<file path="src/rtl/vagc_pkg.sv">
`timescale 1ns/1ps
// vagc_pkg: shared types for the video AGC gain controller.
// Assumes: one decision is produced per measured line.
package vagc_pkg;
    // Per-line gain decision handed from the comparator to the accumulator.
    typedef enum logic [1:0] {
        STEP_HOLD = 2'd0,
        STEP_UP   = 2'd1,
        STEP_DOWN = 2'd2,
        STEP_OVF  = 2'd3
    } vagc_step_t;
endpackage

</file>
<file path="src/rtl/vagc_level_cmp.sv">
`timescale 1ns/1ps
// vagc_level_cmp: turns one line's tip/porch measurement into a gain decision.
// Overflow (when enabled) overrides the amplitude comparison.
// Assumes: codes are unsigned; targets fit in ADC_W bits.
module vagc_level_cmp
    import vagc_pkg::*;
#(
    parameter int ADC_W    = 10,
    parameter int TGT_NORM = 68,
    parameter int TGT_LOW  = 54
) (
    input  logic [ADC_W-1:0] tip_code,
    input  logic [ADC_W-1:0] porch_code,
    input  logic             low_tgt,
    input  logic             ovf_prio,
    input  logic             adc_ovf,
    output vagc_step_t       step
);
    localparam int DIFF_W = ADC_W + 1;

    logic signed [DIFF_W-1:0] amp;
    logic signed [DIFF_W-1:0] target;

    // Signed amplitude of the line and the selected target.
    always_comb begin
        amp    = $signed({1'b0, porch_code}) - $signed({1'b0, tip_code});
        target = low_tgt ? $signed(DIFF_W'(TGT_LOW)) : $signed(DIFF_W'(TGT_NORM));
    end

    // Decision: overflow first, then direction of the amplitude error.
    always_comb begin
        if (ovf_prio && adc_ovf) begin
            step = STEP_OVF;
        end else if (amp < target) begin
            step = STEP_UP;
        end else if (amp > target) begin
            step = STEP_DOWN;
        end else begin
            step = STEP_HOLD;
        end
    end
endmodule

</file>
<file path="src/rtl/vagc_upd_gate.sv">
`timescale 1ns/1ps
// vagc_upd_gate: decides which source may change the gain this cycle.
// Running: only the line strobe. Frozen: only a host write.
module vagc_upd_gate (
    input  logic meas_vld,
    input  logic freeze,
    input  logic host_wr,
    output logic loop_en,
    output logic host_ld
);
    // Freeze switches ownership of the gain from the loop to the host.
    always_comb begin
        loop_en = meas_vld && !freeze;
        host_ld = host_wr && freeze;
    end
endmodule

</file>
<file path="src/rtl/vagc_gain_acc.sv">
`timescale 1ns/1ps
// vagc_gain_acc: the gain register with saturating steps and host load.
// Assumes: loop_en and host_ld are never both set (guaranteed by the gate).
module vagc_gain_acc
    import vagc_pkg::*;
#(
    parameter int GAIN_W   = 8,
    parameter int GAIN_RST = 128,
    parameter int TRK_STEP = 1,
    parameter int OVF_STEP = 4
) (
    input  logic              clk,
    input  logic              rst_n,
    input  logic              loop_en,
    input  vagc_step_t        step,
    input  logic              host_ld,
    input  logic [GAIN_W-1:0] host_val,
    output logic [GAIN_W-1:0] gain
);
    localparam int SUM_W    = GAIN_W + 2;
    localparam int GAIN_MAX = (1 << GAIN_W) - 1;

    logic signed [SUM_W-1:0] delta;
    logic signed [SUM_W-1:0] sum;
    logic [GAIN_W-1:0]       stepped;

    // Signed size of the step for this decision.
    always_comb begin
        unique case (step)
            STEP_UP:   delta = $signed(SUM_W'(TRK_STEP));
            STEP_DOWN: delta = -$signed(SUM_W'(TRK_STEP));
            STEP_OVF:  delta = -$signed(SUM_W'(OVF_STEP));
            default:   delta = '0;
        endcase
    end

    // Apply the step and clamp to the gain range.
    always_comb begin
        sum = $signed({2'b00, gain}) + delta;
        if (sum < 0) begin
            stepped = '0;
        end else if (sum > $signed(SUM_W'(GAIN_MAX))) begin
            stepped = GAIN_W'(GAIN_MAX);
        end else begin
            stepped = sum[GAIN_W-1:0];
        end
    end

    // Gain register: reset to mid-scale, else host load or loop step.
    always_ff @(posedge clk) begin
        if (!rst_n) begin
            gain <= GAIN_W'(GAIN_RST);
        end else if (host_ld) begin
            gain <= host_val;
        end else if (loop_en) begin
            gain <= stepped;
        end
    end
endmodule

</file>
<file path="src/rtl/vagc_top.sv">
`timescale 1ns/1ps
// vagc_top: per-line video AGC loop with overflow priority and host freeze.
// One gain word feeds both luminance and chrominance paths.
// Assumes: meas_vld is a one-cycle pulse per line; adc_ovf is valid with it.
module vagc_top
    import vagc_pkg::*;
#(
    parameter int ADC_W    = 10,
    parameter int GAIN_W   = 8,
    parameter int TGT_NORM = 68,
    parameter int TGT_LOW  = 54,
    parameter int TRK_STEP = 1,
    parameter int OVF_STEP = 4,
    parameter int GAIN_RST = 128
) (
    input  logic              clk,
    input  logic              rst_n,
    input  logic              meas_vld,
    input  logic [ADC_W-1:0]  tip_code,
    input  logic [ADC_W-1:0]  porch_code,
    input  logic              adc_ovf,
    input  logic              ctl_low_tgt,
    input  logic              ctl_ovf_prio,
    input  logic              ctl_freeze,
    input  logic              host_wr,
    input  logic [GAIN_W-1:0] host_wdata,
    output logic [GAIN_W-1:0] host_rdata,
    output logic [GAIN_W-1:0] gain_y,
    output logic [GAIN_W-1:0] gain_c
);
    vagc_step_t        step;
    logic              loop_en;
    logic              host_ld;
    logic [GAIN_W-1:0] gain;

    vagc_level_cmp #(
        .ADC_W   (ADC_W),
        .TGT_NORM(TGT_NORM),
        .TGT_LOW (TGT_LOW)
    ) u_cmp (
        .tip_code  (tip_code),
        .porch_code(porch_code),
        .low_tgt   (ctl_low_tgt),
        .ovf_prio  (ctl_ovf_prio),
        .adc_ovf   (adc_ovf),
        .step      (step)
    );

    vagc_upd_gate u_gate (
        .meas_vld(meas_vld),
        .freeze  (ctl_freeze),
        .host_wr (host_wr),
        .loop_en (loop_en),
        .host_ld (host_ld)
    );

    vagc_gain_acc #(
        .GAIN_W  (GAIN_W),
        .GAIN_RST(GAIN_RST),
        .TRK_STEP(TRK_STEP),
        .OVF_STEP(OVF_STEP)
    ) u_acc (
        .clk     (clk),
        .rst_n   (rst_n),
        .loop_en (loop_en),
        .step    (step),
        .host_ld (host_ld),
        .host_val(host_wdata),
        .gain    (gain)
    );

    // Fan the single gain word out to both paths and the read port.
    always_comb begin
        gain_y     = gain;
        gain_c     = gain;
        host_rdata = gain;
    end
endmodule

</file>
<file path="config.mk">
export PLATFORM = sky130hd
export DESIGN_NAME = vagc_top
export DESIGN_NICKNAME = d
export VERILOG_FILES = /design/src/rtl/vagc_pkg.sv /design/src/rtl/vagc_level_cmp.sv /design/src/rtl/vagc_upd_gate.sv /design/src/rtl/vagc_gain_acc.sv /design/src/rtl/vagc_top.sv
export SDC_FILE = /design/constraint.sdc
export NUM_CORES = 1
export LEC_CHECK = 0
export BUFFER_PORTS_ARGS = -buffer_cell sky130_fd_sc_hd__buf_2
export CORE_MARGIN = 3
export CORE_UTILIZATION = 40
export CTS_CLUSTER_SIZE = 14
export DETAILED_ROUTE_END_ITERATION = 12
export MAX_ROUTING_LAYER = met4
export PLACE_DENSITY = 0.72
export SETUP_SLACK_MARGIN = 0.05
export SYNTH_ARGS = -nofsm -noshare
export SYNTH_HDL_FRONTEND = slang
export SYNTH_SLANG_ARGS = --single-unit
export TNS_END_PERCENT = 1
</file>
<file path="constraint.sdc">
create_clock -name clk -period 13.5 [get_ports clk]
set_input_delay 0 -clock clk [delete_from_list [all_inputs] [get_ports clk]]
set_output_delay 0 -clock clk [all_outputs]
set_load 0.02 [all_outputs]
</file>
==> results of run 1 <==
==> power groups by stage <==
stage | Combinational, mW | Clock (mW) | Sequential (mW)
after detailed placement | 0.0975 | 0 | 0.0301
after floorplan | 0.0766 | 0 | 0.0328
after CTS | 0.0980 | 0.0298 | 0.0298
final | 0.0974 | 0.0299 | 0.0296
after global routing | 0.111 | 0.0313 | 0.0303
after global placement | 0.0964 | 0 | 0.0300
==> logic make-up (layout without fill, tap and decap cells) <==
kind of cell	count (synthesis)	count (layout)
simple gates	47	47
compound gates	66	66
flops	8	8
fa+ha+maj	28	28
xor+xnor	12	12
buf+inv	37	82
mux	2	2
==> critical path: cells and delay by family <==
family                   cells  cell delay (ns)
adder cells (fa/ha/maj)      5             1.43
AO/OA/AOI/OAI                9             1.89
buffers and inverters        4             0.42
multiplexers                 1             0.33
XOR/XNOR                     1             0.14
AND/OR/NAND/NOR              6             0.89
==> routing by layer <==
metal	part of all wire	vias up	GRT usage
met5	0	-	-
met4	0.0055	0	0.0195
met3	0.057	4	0.0290
met2	0.47	45	0.250
met1	0.47	684	0.209
li1	-	798	-
==> cell usage in the layout (no fill, tap or decap), types with 3 or more instances in the layout <==
cell type,netlist,layout
nor2_1,11,11
o21bai_1,6,6
a211oi_1,3,3
xnor2_1,10,10
o22ai_1,3,3
clkbuf_8,0,3
a21o_1,7,7
ha_1,26,26
nand2b_1,6,6
buf_2,0,59
a21oi_1,11,11
inv_1,20,20
o21a_1,5,5
dfxtp_1,8,8
a22oi_1,6,6
and3_1,3,3
a21boi_1,5,5
nand2_1,10,10
o21ai_0,5,5
==> area by class of cell <==
type,count,area (µm²),share of cell area
Clock buffer,3,41.3,0.0220
Multi-Input combinational cell,155,1240,0.663
Tap cell,48,60.1,0.0321
Inverter,20,75.1,0.0401
Timing Repair Buffer,59,295,0.158
Sequential cell,8,160,0.0855
==> path summary, 6_finish.rpt <==
check | slack (ns) | depth (start not counted) | startpoint | to
setup / recovery | 8.52 | 26 | porch_code[0] | u_acc.gain[6]
hold / removal | 0.06 | 3 | host_wdata[3] | u_acc.gain[3]
setup reg to reg | 11.26 | 8 | u_acc.gain[0] | u_acc.gain[6]
hold reg to reg | 0.57 | 2 | u_acc.gain[7] | u_acc.gain[7]
==> reports/qor.yml, run 1 <==
outcome:
  status: "finished, final reports clean"
power_and_ir_drop:
  clock_power_share: 0.190
  power_density_nw_per_um2: 83.8
  p_sw_frac: 0.430
  irDropWorstVdd_mv: 0.0668
  power.internal_uw: 89.4
  switchingPower_uw: 67.5
  seq_power_share: 0.189
  finalPower_uw: 157
  combPwrFrac: 0.621
  leakage_nw: 1.06
layout:
  postLayoutCoreUtil: 0.497
  drive_gt1_frac: 0.294
  fillers: 360
  top_register: "u_acc.gain"
  reg_top3: "u_acc.gain: 8 flops"
  largest_register_ffs: 8
  nNetsFinal: 311
  syn2layout_area_growth_pct: 17.0
  stdcell_area_um2: 1870
  final_cells: 293
  diodes: 0
synth:
  synthXorXnorAreaFrac: 0.0657
  synth_edf_count: 0
  ys_warn_count: 0
  synth_top_area_share: 0.203
  synth-async-reset-ratio: 0
  synthDistinctLibCells: 48
  synth.cells.most_frequent: "26 x ha_1, 20 x inv_1, 16 x buf_4"
  synth_cells: 200
  synth_top_flop_cell: "dfxtp_1"
  syn-mean-instance-area_um2: 8.00
  synth_top_family_by_area: "compound AO/OA/AOI/OAI gates"
  yosys-mux-area-fraction: 0.0188
  syn_area_um2: 1600
  yosysSeqAreaShare: 0.100
  yosys.area_share.simple: 0.162
  synth_adder_area_share: 0.228
  synth_compound_area_frac: 0.301
  synth_largest_area_cell: "ha_1"
  ys_seq_elements: 8
  synth.net_count: 264
  synth_most_common_cell: "ha_1"
  synthTopCellsByArea: "ha_1 20%, dfxtp_1 10%, buf_4 7.5%"
floorplanning:
  num_rows: 22
  dieArea_um2: 4800
  start_util: 0.424
  coreArea_um2: 3770
  die_y_um: 69.3
  io_pins: 60
  die_w_um: 69.3
timing:
  tns_ns: 0
  worstMarginPinSlew_ns: 0.663
  hold_slack_ns: 0.0569
  final.setup.worst_slack_ns: 8.52
  period_minus_slack_ns: 4.98
  setup_viol: 0
  finalHoldViolCount: 0
  fin_worst_skew_ns: 0.00145
  slew_headroom: 0.556
  max_freq_mhz: 201
  rsz0062_at_grt: "false"
  period_share: 0.369
  finalMaxSlewViolations: 0
placed_design:
  placed_area_um2: 1830
  portBuffers: 59
  gp_congestion: 0.830
  dp_cells: 290
  dp_hpwl_um: 2880
  place_ws_ns: 8.30
route:
  routedWlPerCell_um: 11.9
  drt-initial-drc-count: 45
  vias_per_cell: 5.23
  routed_wl_um: 3480
  drt_first_pass_iters: 4
  drc: 0
  dr_total_vias: 1531
  drtAntennaViolNets: 0
grt:
  grt-ovfl-total: 0
  grt_max_degree: 13
  grt_pass1_wl_um: 6240
  grt_use_total: 0.155
  grt_pass1_vias: 1465
  antenna_found_initial: 0
clocking:
  cts.reportedPaths.clkPinSlew_ns: 0.04
  insertion_delay_ns: 0.23
  cts.root.buffer_cell: "clkbuf_8"
  cts_sinks: 8
  cts_setup_buffers: 0
  cts_resized: 0
  htree_levels: 1
  cts_buffer_depth: 2
  numCtsBuffers: 3
  cts_tree: "yes"
  cts_hold_buf: 0
worst_setup_path:
  start_kind: "input port"
  worstPathArrival_ns: 5.09
  cp_max_fo: 12
  cp.required_ns: 13.62
  cpPeakStageDelay_ns: 0.42
  slowest_stage: "fa_1"
  critPathMostFrequentCell: "ha_1"
  path_class: "in -> reg"
  cp-end-kind: "flip-flop"
run:
  cap_violations: 0
worst_hold_path:
  min_path_type: "in -> reg"
No activity file was read; power rests on OpenSTA's default activity.
==> inputs of run 2 (changes only) <==
- PLACE_DENSITY: 0.72 -> 0.75
- clock period: 13.5 -> 4.3 ns (I/O delays scaled with it)
==> run 2 against run 1 <==
  * Sequential power grew to 3.2 times the previous value
  * Core utilization rose by 8.9 points
  * Register-to-register slack lost 9.1 ns
  * Non-clock buffer count grew 20
  * Via count up 6.0%
  * Combinational power rose to 4.0 times the previous value
  * Design area rose by 18%
  * Critical path depth did not move
  * Critical endpoint unchanged
  * Highest routed layer unchanged
==> reports/qor.yml, run 2 (same netlist as run 1, synthesis figures left out) <==
worst_hold_path:
  min_path_type: "in -> reg"
clocking:
  cts_buffer_depth: 2
  cts.root.buffer_cell: "clkbuf_8"
  insertion_delay_ns: 0.23
  htree_levels: 1
  cts_tree: "yes"
  cts_sinks: 8
  cts.reportedPaths.clkPinSlew_ns: 0.04
  numCtsBuffers: 3
layout:
  final_cells: 313
  fillers: 340
  top_register: "u_acc.gain"
  reg_top3: "u_acc.gain: 8 flops"
  drive_gt1_frac: 0.457
  nNetsFinal: 331
  layout_common_cells: "58 x buf_2, 20 x buf_4, 19 x ha_1"
  syn2layout_area_growth_pct: 38.0
  largest_register_ffs: 8
  final_common_cell: "buf_2"
  diodes: 0
worst_setup_path:
  worstPathArrival_ns: 4.39
  slowest_stage: "fa_2"
  critPathBufInv: 5
  cpPeakStageDelay_ns: 0.37
  cp_max_fo: 5
  cp.required_ns: 4.42
  cp-end-kind: "flip-flop"
  start_kind: "input port"
  cp_top_family: "adder cells"
  path_class: "in -> reg"
route:
  dr_total_vias: 1623
  drtAntennaViolNets: 0
  routedWlPerCell_um: 13.4
  routed_wl_um: 4190
  drt_first_pass_iters: 4
  drt-initial-drc-count: 81
  drc: 0
  vias_per_cell: 5.19
timing:
  slew_headroom: 0.621
  finalMaxSlewViolations: 0
  period_minus_slack_ns: 4.27
  period_share: 0.993
  setup_viol: 0
  rsz0062_at_grt: "true"
  worstMarginPinSlew_ns: 0.566
  max_freq_mhz: 234
  hold_slack_ns: 0.0598
  finalHoldViolCount: 0
  fin_worst_skew_ns: 0.000642
grt:
  grt_use_total: 0.176
  grt_pass1_vias: 1583
  grt-ovfl-total: 0
  grt_pass1_wl_um: 6990
  antenna_found_initial: 0
  grt_max_degree: 13
placed_design:
  gp_congestion: 0.856
  dp_cells: 305
  portBuffers: 59
  dp_hpwl_um: 3330
power_and_ir_drop:
  power_density_nw_per_um2: 263
  leakage_nw: 1.18
  irDropWorstVdd_mv: 0.154
outcome:
  status: "finished, final reports clean"
floorplanning:
  io_pins: 60
  die_y_um: 69.3
  num_rows: 22
  dieArea_um2: 4800
  start_util: 0.424
  coreArea_um2: 3770
  die_w_um: 69.3
run:
  cap_violations: 0
==> run 2: changes by cell type in the layout (fill, tap and decap cells not counted), sizes merged <==
cell / delta
buf: +20
==> run 2: final cells by class <==
type | instances | area (µm²) | area share
well taps | 48 | 60.1 | 0.0272
clock buffers | 3 | 41.3 | 0.0187
repair buffers | 79 | 455 | 0.206
flip-flops and latches | 8 | 160 | 0.0725
multi-input cells | 155 | 1400 | 0.633
inverters | 20 | 92.6 | 0.0419
==> run 2: stage by stage <==
| step | power, mW | worst slack (ns) | cell area, µm² | setup TNS, ns | utilization |
|---|---|---|---|---|---|
| floorplan | 0.370 | -0.0163 | 1730 | -0.0163 | - |
| global placement | 0.456 | -0.322 | 2070 | -1.79 | 0.550 |
| detailed placement | 0.462 | -0.385 | 2070 | -2.53 | 0.550 |
| CTS | 0.566 | 0.0400 | 2160 | 0 | 0.574 |
| global route | 0.628 | -0.180 | 2210 | -0.788 | 0.586 |
| finish | 0.580 | 0.0305 | 2210 | 0 | 0.586 |
==> run 2: worst reg2reg max path, cell delays in order, from the launching register on <==
cell and delay [ns]:
dfxtp_1 0.41, ha_2 0.22, inv_2 0.04, fa_2 0.37, nor2b_4 0.13, o31a_1 0.18
o22ai_1 0.10, mux2_4 0.31, o311a_1 0.32
==> run 2: routing by layer <==
layer,vias up,wire length [µm],GRT usage
li1,835,-,-
met4,0,21,0.0390
met1,752,1910,0.224
met2,34,2110,0.306
met5,-,0,-
met3,2,145,0.00870
==> run 2: worst paths after layout <==
check | startpoint | end | slack [ns] | cells after the start
worst max-delay path | porch_code[0] | u_acc.gain[6] | 0.03 | 26
worst min-delay path | host_wdata[2] | u_acc.gain[2] | 0.06 | 3
worst max register to register | u_acc.gain[0] | u_acc.gain[6] | 2.12 | 8
worst min register to register | u_acc.gain[7] | u_acc.gain[7] | 0.61 | 2
==> run 2: timing repair <==
action                                  CTS  global route
buffers inserted                          4             1
hold buffers                              0             0
pin swaps                                20             6
endpoints found under the hold margin     0             0
endpoints found under the setup margin    8             8
resized for setup                         7             9
==> run 2: where the power goes <==
| part | total [mW] | switching (mW) | internal [mW] | leakage, nW |
|---|---|---|---|---|
| registers | 0.0957 | 0.0130 | 0.0826 | 0.0658 |
| clock network | 0.0932 | 0.0322 | 0.0609 | 0.0216 |
| logic | 0.391 | 0.199 | 0.192 | 1.09 |
==> inputs of run 3 (changes only) <==
- ABC_CLOCK_PERIOD_IN_PS: default -> 4300
- CELL_PAD_IN_SITES_DETAIL_PLACEMENT: default -> 0
- CELL_PAD_IN_SITES_GLOBAL_PLACEMENT: default -> 1
- CORE_UTILIZATION: 40 -> 32
- PLACE_DENSITY: 0.75 -> 0.82
==> run 3 against run 2 <==
  * Worst hold slack worse by 0.014 ns
  * Die area rose by 23%
  * Clock skew is 0.0084 ns higher
  * Maximum frequency shrank 1.1%
  * The run now ends with negative setup slack left
  * Largest cell class unchanged
  * Global-route usage shrank 1.9 points
==> reports/qor.yml, run 3 (same netlist as run 1, synthesis figures left out) <==
layout:
  reg_top3: "u_acc.gain: 8 flops"
  final_cells: 336
  final_common_cell: "buf_2"
  nNetsFinal: 335
  drive_gt1_frac: 0.465
  largest_register_ffs: 8
  layout_common_cells: "58 x buf_2, 24 x buf_4, 19 x ha_1"
  stdcell_area_um2: 2270
  syn2layout_area_growth_pct: 42.0
  top_register: "u_acc.gain"
  fillers: 469
  diodes: 0
timing:
  slew_headroom: 0.541
  period_share: 1.00
  period_minus_slack_ns: 4.32
  max_freq_mhz: 232
  rsz0062_at_grt: "true"
  worstMarginPinSlew_ns: 0.685
  setup_viol: 1
  hold_slack_ns: 0.0456
  fin_worst_skew_ns: 0.00904
  final.setup.worst_slack_ns: -0.0163
  finalHoldViolCount: 0
  finalMaxSlewViolations: 0
grt:
  grt_pass1_wl_um: 7290
  grt_use_total: 0.156
  grt_max_degree: 12
  grt-ovfl-total: 0
  antenna_found_initial: 0
  grt_pass1_vias: 1591
route:
  drtAntennaViolNets: 0
  drc: 0
  routedWlPerCell_um: 13.2
  dr_total_vias: 1663
  routed_wl_um: 4430
  drt_first_pass_iters: 4
  vias_per_cell: 4.95
  drt-initial-drc-count: 68
floorplanning:
  start_util: 0.334
  coreArea_um2: 4790
  die_y_um: 76.7
  num_rows: 25
  dieArea_um2: 5890
  die_w_um: 76.7
  io_pins: 60
worst_setup_path:
  worst-r2r-cell-count: 8
  cp_top_family: "compound AO/OA/AOI/OAI gates"
  start_kind: "input port"
  cpPeakStageDelay_ns: 0.37
  worstPathArrival_ns: 4.45
  cp_max_fo: 5
  reg2reg_to: "u_acc.gain[6]"
  cp-end-kind: "flip-flop"
  critPathBufInv: 4
  cp.required_ns: 4.43
  reg2reg_from: "u_acc.gain[0]"
  reg2reg_setup_slack_ns: 2.08
  slowest_stage: "fa_2"
  path_class: "in -> reg"
  critPathMostFrequentCell: "ha_1"
clocking:
  numCtsBuffers: 3
  cts_hold_buf: 0
  insertion_delay_ns: 0.24
  cts.reportedPaths.clkPinSlew_ns: 0.05
  htree_levels: 1
  cts_sinks: 8
  cts_buffer_depth: 2
  cts_tree: "yes"
  cts.root.buffer_cell: "clkbuf_8"
placed_design:
  portBuffers: 59
  dp_cells: 330
  dp_hpwl_um: 3540
  gp_congestion: 0.847
  placed_area_um2: 2140
outcome:
  violations: "negative setup slack"
  status: "complete, but fails checks"
worst_hold_path:
  min_to: "u_acc.gain[5]"
  holdPathStages: 3
  min_path_type: "in -> reg"
  hold_start: "host_wdata[5]"
power_and_ir_drop:
  power_density_nw_per_um2: 262
  leakage_nw: 1.20
  irDropWorstVdd_mv: 0.121
run:
  cap_violations: 0
==> run 3: worst reg2reg max path, cell delays in order (launching register included) <==
cell and delay, ns:
dfxtp_1 0.42, ha_2 0.22, inv_2 0.04, fa_2 0.37
nor2b_4 0.14, o31a_1 0.22, o22ai_2 0.10, mux2_4 0.32
o311a_1 0.29
==> run 3: final cells by class <==
cell class | count | area (µm²) | share of cell area
repair buffers | 83 | 482 | 0.212
inverters | 20 | 92.6 | 0.0407
flip-flops and latches | 8 | 160 | 0.0705
multi-input cells | 155 | 1410 | 0.622
well taps | 67 | 83.8 | 0.0369
clock buffers | 3 | 41.3 | 0.0182
==> run 3: where the power goes <==
part           leakage (nW)  internal [mW]  switching (mW)
logic                  1.11          0.198           0.203
clock network        0.0216         0.0612          0.0363
registers            0.0658         0.0826          0.0140
==> run 3: metal layers <==
metal  share of wire  routed length [µm]  vias to the layer above  track usage
met2            0.50                2200                       39        0.270
li1                -                   -                      848            -
met5               0                   0                        -            -
met3           0.034                 151                       10       0.0117
met1            0.45                1980                      766        0.184
met4           0.025                 110                        0       0.0725
==> run 3: through the flow <==
step / utilization / power, mW / TNS [ns] / worst slack [ns]
CTS: 0.469 / 0.593 / -0.0523 / -0.0523
floorplan: - / 0.370 / -0.0163 / -0.0163
global placement: 0.448 / 0.473 / -1.90 / -0.309
finish: 0.475 / 0.595 / -0.0163 / -0.0163
detailed placement: 0.448 / 0.476 / -2.58 / -0.403
global route: 0.475 / 0.643 / -1.76 / -0.273
==> run 3: worst max path at each step <==
stage	to	depth (start not counted)	from	slack, ns
final	u_acc.gain[6]	25	tip_code[1]	-0.02
after global routing	u_acc.gain[6]	26	porch_code[0]	-0.27
after CTS	u_acc.gain[6]	27	porch_code[0]	-0.05
after detailed placement	u_acc.gain[6]	27	porch_code[0]	-0.40
after global placement	u_acc.gain[6]	27	porch_code[0]	-0.31
after floorplan	u_acc.gain[6]	25	porch_code[0]	-0.02
==> run 3: timing repair <==
item | in CTS | in global routing
endpoints found under the setup margin | 8 | 8
resized for setup | 13 | 4
pin swaps | 23 | 13
setup buffers | 2 | 1
